**src/rtl/cd_pkg.sv**
```systemverilog
package cd_pkg;
    localparam int THR_W  = 5;
    localparam int CTRL_W = THR_W + 3;

    typedef enum logic [1:0] {
        ST_IDLE,
        ST_SCL_HI,
        ST_HOLD_STA,
        ST_HOLD_STO
    } cd_state_e;

    typedef struct packed {
        logic             gen_sel;
        logic             pin_sel;
        logic             pol_sel;
        logic [THR_W-1:0] thr;
    } cd_ctrl_t;
endpackage

```
**src/rtl/cd_line_sync.sv**
```systemverilog
module cd_line_sync #(
    parameter int         N       = 2,
    parameter int         STAGES  = 2,
    parameter logic       RST_LVL = 1'b1
) (
    input  logic         clk,
    input  logic         rst_n,
    input  logic [N-1:0] din,
    output logic [N-1:0] dout
);
    for (genvar g = 0; g < N; g++) begin : g_line
        logic [STAGES-1:0] sh;
        always_ff @(posedge clk or negedge rst_n) begin
            if (!rst_n) sh <= {STAGES{RST_LVL}};
            else        sh <= {sh[STAGES-2:0], din[g]};
        end
        assign dout[g] = sh[STAGES-1];
    end
endmodule

```
**src/rtl/cd_cond_fsm.sv**
```systemverilog
module cd_cond_fsm
    import cd_pkg::*;
#(
    parameter int TW = THR_W
) (
    input  logic          clk,
    input  logic          rst_n,
    input  logic          bus_en,
    input  logic          run,
    input  logic [TW-2:0] half,
    input  logic          scl,
    input  logic          sda,
    output logic          start_pulse,
    output logic          stop_pulse,
    output logic          bus_busy
);
    localparam logic [TW-1:0] ONE  = TW'(1);
    localparam logic [TW-1:0] ZERO = '0;
    localparam logic [TW-1:0] CMAX = '1;

    cd_state_e     state, state_n;
    logic [TW-1:0] cnt, cnt_n, hcnt, hcnt_n, hnext, half_ext;
    logic          sda_q, sda_edge, sta_hit, sto_hit;

    assign half_ext = {1'b0, half};
    assign sda_edge = sda ^ sda_q;
    assign hnext    = hcnt + ONE;

    always_comb begin
        state_n = state;
        cnt_n   = cnt;
        hcnt_n  = hcnt;
        sta_hit = 1'b0;
        sto_hit = 1'b0;
        if (!run) begin
            state_n = ST_IDLE;
            cnt_n   = ZERO;
            hcnt_n  = ZERO;
        end else begin
            unique case (state)
                ST_IDLE: begin
                    if (scl) begin
                        state_n = ST_SCL_HI;
                        cnt_n   = ONE;
                    end
                end
                ST_SCL_HI: begin
                    if (!scl) begin
                        state_n = ST_IDLE;
                        cnt_n   = ZERO;
                    end else if (sda_edge) begin
                        if (cnt >= half_ext) begin
                            state_n = sda ? ST_HOLD_STO : ST_HOLD_STA;
                            hcnt_n  = ZERO;
                        end else begin
                            cnt_n = ZERO;
                        end
                    end else if (cnt != CMAX) begin
                        cnt_n = cnt + ONE;
                    end
                end
                ST_HOLD_STA, ST_HOLD_STO: begin
                    if (!scl) begin
                        state_n = ST_IDLE;
                        cnt_n   = ZERO;
                    end else if (sda_edge) begin
                        state_n = ST_SCL_HI;
                        cnt_n   = ZERO;
                    end else if (hnext == half_ext) begin
                        sta_hit = (state == ST_HOLD_STA);
                        sto_hit = (state == ST_HOLD_STO);
                        state_n = ST_SCL_HI;
                        cnt_n   = hnext;
                    end else begin
                        hcnt_n = hnext;
                    end
                end
                default: state_n = ST_IDLE;
            endcase
        end
    end

    // state register
    always_ff @(posedge clk or negedge rst_n) begin
        if (!rst_n) begin
            state <= ST_IDLE;
            cnt   <= ZERO;
            hcnt  <= ZERO;
            sda_q <= 1'b1;
        end else begin
            state <= state_n;
            cnt   <= cnt_n;
            hcnt  <= hcnt_n;
            sda_q <= sda;
        end
    end

    // outputs
    always_ff @(posedge clk or negedge rst_n) begin
        if (!rst_n) begin
            start_pulse <= 1'b0;
            stop_pulse  <= 1'b0;
            bus_busy    <= 1'b0;
        end else begin
            start_pulse <= sta_hit;
            stop_pulse  <= sto_hit;
            if (!bus_en)      bus_busy <= 1'b0;
            else if (sta_hit) bus_busy <= 1'b1;
            else if (sto_hit) bus_busy <= 1'b0;
        end
    end

    AST_START_ONE_CYCLE: assert property (@(posedge clk) disable iff (!rst_n)
        start_pulse |=> !start_pulse);
    AST_STOP_ONE_CYCLE: assert property (@(posedge clk) disable iff (!rst_n)
        stop_pulse |=> !stop_pulse);
    AST_HOLD_ABORT: assert property (@(posedge clk) disable iff (!rst_n)
        (state == ST_HOLD_STA || state == ST_HOLD_STO) && !scl |=> !start_pulse && !stop_pulse);
    AST_BUSY_ON_START: assert property (@(posedge clk) disable iff (!rst_n)
        start_pulse |-> bus_busy);
    AST_DIS_CLEARS_BUSY: assert property (@(posedge clk) disable iff (!rst_n)
        !bus_en |=> !bus_busy);
endmodule

```
**src/rtl/cd_pin_irq.sv**
```systemverilog
module cd_pin_irq (
    input  logic clk,
    input  logic rst_n,
    input  logic bus_en,
    input  logic pin_sel,
    input  logic pol_sel,
    input  logic scl,
    input  logic sda,
    input  logic irq_clr,
    output logic irq_req
);
    logic pin, mon, mon_q;

    assign pin = pin_sel ? sda : scl;
    assign mon = bus_en & (pol_sel ? pin : ~pin);

    always_ff @(posedge clk or negedge rst_n) begin
        if (!rst_n) begin
            mon_q   <= 1'b0;
            irq_req <= 1'b0;
        end else begin
            mon_q <= mon;
            if (mon && !mon_q) irq_req <= 1'b1;
            else if (irq_clr)  irq_req <= 1'b0;
        end
    end

    AST_IRQ_STICKY: assert property (@(posedge clk) disable iff (!rst_n)
        irq_req && !irq_clr |=> irq_req);
    AST_IRQ_QUIET_OFF: assert property (@(posedge clk) disable iff (!rst_n)
        !bus_en && !irq_req |=> !irq_req);
endmodule

```
**src/rtl/cond_detect.sv**
```systemverilog
module cond_detect
    import cd_pkg::*;
(
    input  logic              clk,
    input  logic              rst_n,
    input  logic              bus_en,
    input  logic              scl_in,
    input  logic              sda_in,
    input  logic [CTRL_W-1:0] ctrl,
    input  logic              irq_clr,
    output logic              start_pulse,
    output logic              stop_pulse,
    output logic              bus_busy,
    output logic              irq_req,
    output logic              cfg_bad,
    output logic              gen_timing_sel
);
    cd_ctrl_t   cfg;
    logic       thr_ok, run;
    logic [1:0] raw_lines, s_lines;

    assign cfg            = cd_ctrl_t'(ctrl);
    assign thr_ok         = (cfg.thr != '0) && !cfg.thr[0];
    assign cfg_bad        = !thr_ok;
    assign run            = bus_en && thr_ok;
    assign gen_timing_sel = cfg.gen_sel;
    assign raw_lines      = {sda_in, scl_in};

    cd_line_sync #(.N(2), .STAGES(2), .RST_LVL(1'b1)) u_sync (
        .clk  (clk),
        .rst_n(rst_n),
        .din  (raw_lines),
        .dout (s_lines)
    );

    cd_cond_fsm #(.TW(THR_W)) u_fsm (
        .clk        (clk),
        .rst_n      (rst_n),
        .bus_en     (bus_en),
        .run        (run),
        .half       (cfg.thr[THR_W-1:1]),
        .scl        (s_lines[0]),
        .sda        (s_lines[1]),
        .start_pulse(start_pulse),
        .stop_pulse (stop_pulse),
        .bus_busy   (bus_busy)
    );

    cd_pin_irq u_irq (
        .clk    (clk),
        .rst_n  (rst_n),
        .bus_en (bus_en),
        .pin_sel(cfg.pin_sel),
        .pol_sel(cfg.pol_sel),
        .scl    (s_lines[0]),
        .sda    (s_lines[1]),
        .irq_clr(irq_clr),
        .irq_req(irq_req)
    );

    AST_BAD_QUIET: assert property (@(posedge clk) disable iff (!rst_n)
        cfg_bad && $past(cfg_bad) |-> !start_pulse && !stop_pulse);
endmodule

```
**config.mk**
```make
export PLATFORM = sky130hd
export DESIGN_NAME = cond_detect
export DESIGN_NICKNAME = d
export VERILOG_FILES = /design/src/rtl/cd_pkg.sv /design/src/rtl/cd_line_sync.sv /design/src/rtl/cd_cond_fsm.sv /design/src/rtl/cd_pin_irq.sv /design/src/rtl/cond_detect.sv
export SDC_FILE = /design/constraint.sdc
export NUM_CORES = 1
export LEC_CHECK = 0
export BUFFER_PORTS_ARGS = -buffer_cell sky130_fd_sc_hd__buf_2
export CAP_MARGIN = 0
export CORE_MARGIN = 2
export CORE_UTILIZATION = 30
export CTS_CLUSTER_DIAMETER = 40
export DETAILED_ROUTE_END_ITERATION = 10
export GPL_ROUTABILITY_DRIVEN = 0
export GPL_TIMING_DRIVEN = 0
export HOLD_SLACK_MARGIN = 0.12
export PLACE_DENSITY_LB_ADDON = 0.05
export SYNTH_ARGS = -nofsm -noshare
export SYNTH_HDL_FRONTEND = slang
export SYNTH_SLANG_ARGS = --single-unit
```
**constraint.sdc**
```tcl
create_clock -name clk -period 2.51 [get_ports clk]
set_input_delay 0.3765 -clock clk [delete_from_list [all_inputs] [get_ports clk]]
set_output_delay 0.3765 -clock clk [all_outputs]
set_load 0.005 [all_outputs]
```
==> run metrics, run 1 <==
vias in the first global route=slightly above 1,000; unrepaired setup endpoints after global routing=no; Pwr Density=about 430 nW/um^2; CP max FO=6; die width=about 70 um; minimum clock period=2248 ps; CP max stage cell=dfrtp_1; # rows=24; highest-count cells in the layout ignoring fill and taps=18 x buf_2, 17 x dfrtp_1, 12 x nand2_1; Longest Clk Path Bufs=2; Period Utilization, post-route=0.8957; H-tree levels=1; Worst Tran Pin Value=between 500 and 600 ps; clock slew at reported path FFs=around 80 ps; largest net degree at the start of global routing=23; CTS tree=yes; IO Port Bufs=18; DRC Markers=0; skew final=approximately 9.7 ps; Worst Setup End Kind=register; r2r worst-path depth=6; Post-DP HPWL=2167 um; commonest non-fill, non-tap cell in the layout=buf_2; DP Worst Slack=about 300 ps; sequential share of the synthesized area=0.4163; crit path buf inv count=0; uppermost layer routed=met4; Post-synth EDFFs=0; CTS sink cnt=22; met2 wire length=around 1300 um; CP delay by family, top=compound AO/OA/AOI/OAI gates; Chip Height=slightly above 70 um; Vias=between 900 and 1,000; Setup Buffers After CTS=0; Clock Latency Late Sink=about 260 ps; WP data arrival=~2400 ps; GRT overflow=0; # resized after CTS=0; met3 WL=between 70 and 80 um; ys async rst share=1.000; Post-DP Area=1493 sq um; initial antenna violation count=0; io pins=20; Iter 0 DRT Violations=39; Slew Limit Headroom=0.6329; placed cells=195; WP data required=2630 ps; Avg Cell Area, Syn=10.70 sq um; cell area after synthesis=around 1300 sq um; final setup vio count=0; vias per inst=4.830; Worst Hold Launch=sda_in; starting density of the core=0.3093; TNS Setup=0 ps; final hold vios=0; hold crit path type=primary input to register; Main synth FF type=dfrtp_1; Root Buffer=clkbuf_8; first-pass iteration count of the detailed router=4; CP peak stage delay=490 ps; outcome=complete, no violations; Core Region=between 4000 and 5000 sq um; antenna cells=0; DIE AREA=between 5000 and 6000 sq um; Netlist cell types=46; Peak VDD IR=approximately 170 uV; Peak Freq=between 400 and 500 MHz; critical path class=register to register; wire per inst=roughly 14 um; Tot GR Track Use=0.1200; Syn Nets=approximately 150; crit-path cells=ha_1 -> nand3_1 -> xnor2_1 -> o311ai_1 -> a21boi_1 -> o22ai_1; yosys warns=0; post-route design area=1548 sq um; Fillers=about 470; Routed WL=between 2000 and 3000 um; Leak=~0.0007 uW; Cell Count, Final, Fillers Out=200; total CTS buffers=3; nets=170; Final WS setup=261.8 ps; post-route ant nets=0; fin. max-slew vios=0; hold path cells=1; fraction of layout instances using a drive strength above 1=0.2500; M1 WL=~1400 um; Crit path depth=6; FF+latch count, synth=22; first-pass GRT wire length=~4800 um; worst setup path start=u_fsm.hcnt[0]; R2R Path Start=u_fsm.hcnt[0]; max-cap violations=0; Post-Syn Instances=approximately 130; Area Overhead vs Synth=15.72%; CP startpoint kind=register
==> worst register-to-register path: stages (launching register included) <==
cell,delay (ps)
dfrtp_1,490
ha_1,280
nand3_1,110
xnor2_1,470
o311ai_1,180
a21boi_1,420
o22ai_1,160
==> repair_timing <==
action / 4_1_cts / 5_1_grt
hold endpoints to repair: 17 / 0
endpoints found under the setup margin: 0 / 0
hold buffers: 1 / 0
==> power breakdown <==
group / switching (uW) / leakage [uW] / internal [uW]
clock: 104 / 0.0000228 / 113
combinational: 42.0 / 0.000410 / 34.1
sequential: 7.90 / 0.000287 / 367
total: 153 / 0.000720 / 514
==> stage by stage <==
step                hold WS, ps  power, uW    util
finish                    220.5      667.4  0.3579
detailed placement        346.8      458.2  0.3452
global placement          346.9      457.0  0.3452
CTS                       207.7      679.6  0.3579
floorplan                 80.91      424.3       -
global route              206.9      709.7  0.3579
==> routing by layer <==
metal	track usage	vias up
met5	0	-
met4	0.01887	0
met3	0.02991	2
met2	0.1994	11
met1	0.1623	457
li1	-	496
==> kinds of logic after synthesis <==
logic type	Yosys count	synth area share
multiplexers	3	0.02245
flip-flops	22	0.4163
AND/OR/NAND/NOR	42	0.1871
buffers and inverters	11	0.03929
adder cells (fa/ha/maj)	7	0.06548
XOR/XNOR	11	0.09260
AO/OA/AOI/OAI	29	0.1768
==> cell type report <==
type / count / area (sq um) / share of cell area
timing repair buffer: 19 / 100.1 / 0.06467
inverter: 8 / 30.03 / 0.01940
clock buffer: 4 / 45.04 / 0.02910
buffer: 3 / 22.52 / 0.01455
multi-input combinational: 92 / 728.2 / 0.4705
sequential: 22 / 556.8 / 0.3597
tap: 52 / 65.06 / 0.04204
==> state kept, by name, summed over array words and instances, names as in the netlist, 2 cells and up <==
signal	cells
u_fsm.cnt	5
u_sync.g_line.sh	4
u_fsm.hcnt	5
u_fsm.state	2
==> worst paths after layout <==
path / end / slack [ps]
setup / recovery: u_fsm.hcnt[0] / 260
hold / removal: u_sync.g_line[1].sh[0] / 220
setup reg to reg: u_fsm.hcnt[0] / 260
hold reg to reg: u_sync.g_line[1].sh[1] / 360
max in group asynchronous: u_sync.g_line[0].sh[0] / 1530
min in group asynchronous: u_fsm.hcnt[3] / 610
==> synth_stat cells (all sizes together) (3+ instances only) <==
cell type,n,share of area
dfrtp,17,0.32
nand2,13,0.038
inv,8,0.022
ha,7,0.065
nor2,7,0.020
o21ai,6,0.022
o2bb2ai,6,0.039
dfstp,5,0.098
xor2,5,0.033
a22oi,4,0.022
nand3,4,0.024
xnor2,4,0.026
mux2i,3,0.022
(Power assumes the default switching activity.)
==> run 2: changes to the inputs <==
Settings changed: CTS_BUF_LIST set to sky130_fd_sc_hd__clkbuf_8.
==> run metrics, run 2 (synthesized netlist as in run 1, its figures left out) <==
Sw Share=0.2315; antenna cells=0; Clk network pwr share=0.320; CP startpoint kind=register; WP data required=between 2000 and 3000 ps; GRT overflow=0; highest-count cells in the layout ignoring fill and taps=18 x buf_2, 17 x dfrtp_1, 12 x nand2_1; worst setup path start=u_fsm.hcnt[0]; Tot Pwr=663.5 uW; Period Utilization, post-route=0.8957; Clock Latency Late Sink=about 260 ps; Sw Pwr=around 150 uW; DIE AREA=about 5000 sq um; skew final=about 10 ps; clock slew at reported path FFs=~80 ps; starting density of the core=0.3093; post-route ant nets=0; hold crit path type=primary input to register; TNS Setup=0 ps; # resized after CTS=0; Worst Setup End Kind=register; Tot GR Track Use=0.1200; reg-to-reg setup timing slack=260 ps; max-cap violations=0; Worst Hold Path EP=u_sync.g_line[1].sh[0]; first-pass iteration count of the detailed router=4; P_int=between 500 and 600 uW; Post-DP HPWL=around 2200 um; IO Port Bufs=18; sequential power share=0.565; total CTS buffers=3; hold path cells=1; Peak VDD IR=about 170 uV; Iter 0 DRT Violations=38; R2R Path Start=u_fsm.hcnt[0]; wire per inst=13.60 um; Top Registers=u_fsm.cnt: 5 flops, u_fsm.hcnt: 5 flops, u_sync.g_line.sh: 4 flops; critical path class=register to register; CTS sink cnt=22; fraction of layout instances using a drive strength above 1=0.2500; vias per inst=between 4 and 5; minimum clock period=2248 ps; outcome=complete, no violations; DRC Markers=0; Peak Freq=444.8 MHz; Combinational Power Share=0.115; r2r worst-path depth=6; initial antenna violation count=0; Core Region=around 4300 sq um; Slew Limit Headroom=0.6329; R2R Path End=u_fsm.hcnt[0]; final hold vios=0; unrepaired setup endpoints after global routing=no; Final WS setup=between 200 and 300 ps; commonest non-fill, non-tap cell in the layout=buf_2; Root Buffer=clkbuf_8; vias in the first global route=between 1,000 and 1,500; Worst Hold Launch=sda_in; Setup Buffers After CTS=0; Vias=between 900 and 1,000; io pins=20; largest net degree at the start of global routing=23; first-pass GRT wire length=about 4800 um; final setup vio count=0; Worst Tran Pin Value=between 500 and 600 ps; nets=170; Pwr Density=approximately 430 nW/um^2; die width=approximately 70 um; # rows=24; Longest Clk Path Bufs=2; Min Hold Slack=220.5 ps; DP Worst Slack=299.0 ps; Area Overhead vs Synth=15.72%; WP data arrival=approximately 2400 ps; Fillers=467; CTS tree=yes; H-tree levels=1; CP max FO=6; fin. max-slew vios=0; Routed WL=~2700 um; Leak=roughly 0.00072 uW; Chip Height=around 71 um
==> run 2: changes by cell type in the layout (fill, tap and decap cells not counted), sizes merged <==
cell    previous run  this run
clkbuf             5         4
inv                8         9
==> run 2: power groups by stage <==
stage	combinational (uW)	sequential (uW)	clock, uW
floorplan	44.2	380	0
global placement	75.4	382	0
detailed placement	76.4	382	0
CTS	77.8	375	223
global route	87.4	376	242
finish	76.1	375	212
==> run 2: area by class of cell <==
class	count	area (sq um)	share of cell area
plain buffers	3	22.52	0.01455
clock buffers	3	41.29	0.02668
clock inverters	1	3.754	0.002425
inverters	8	30.03	0.01940
multi-input cells	92	728.2	0.4705
flip-flops and latches	22	556.8	0.3597
well taps	52	65.06	0.04204
repair buffers	19	100.1	0.06467
==> run 2: what timing repair did <==
item | 4_1_cts | 5_1_grt
endpoints found under the setup margin | 0 | 0
hold buffers | 1 | 0
hold endpoints to repair | 17 | 0
==> run 2: per-stage QoR <==
step | area, sq um | std cells | util
after floorplan | 1338 | 125 | -
after global placement | 1493 | 195 | 0.3452
after detailed placement | 1493 | 195 | 0.3452
after CTS | 1548 | 200 | 0.3579
after global routing | 1548 | 200 | 0.3579
final | 1548 | 200 | 0.3579
==> run 2: per-layer routing <==
layer,track usage,part of all wire,vias to the layer above
met3,0.02991,0.029,2
met4,0.01887,0.0048,0
met5,0,0,-
met1,0.1623,0.50,457
met2,0.1994,0.47,11
li1,-,-,496
==> run 2: critical path, cell delays in order (launching register included) <==
cell and delay [ps]:
dfrtp_1 490, ha_1 280, nand3_1 110, xnor2_1 470, o311ai_1 180, a21boi_1 420, o22ai_1 160
==> run 2: how the worst max path moves through the flow <==
stage	to
finish	u_fsm.hcnt[0]
global route	u_fsm.hcnt[0]
CTS	u_fsm.hcnt[0]
detailed placement	u_fsm.hcnt[0]
global placement	u_fsm.cnt[0]
floorplan	u_fsm.cnt[0]
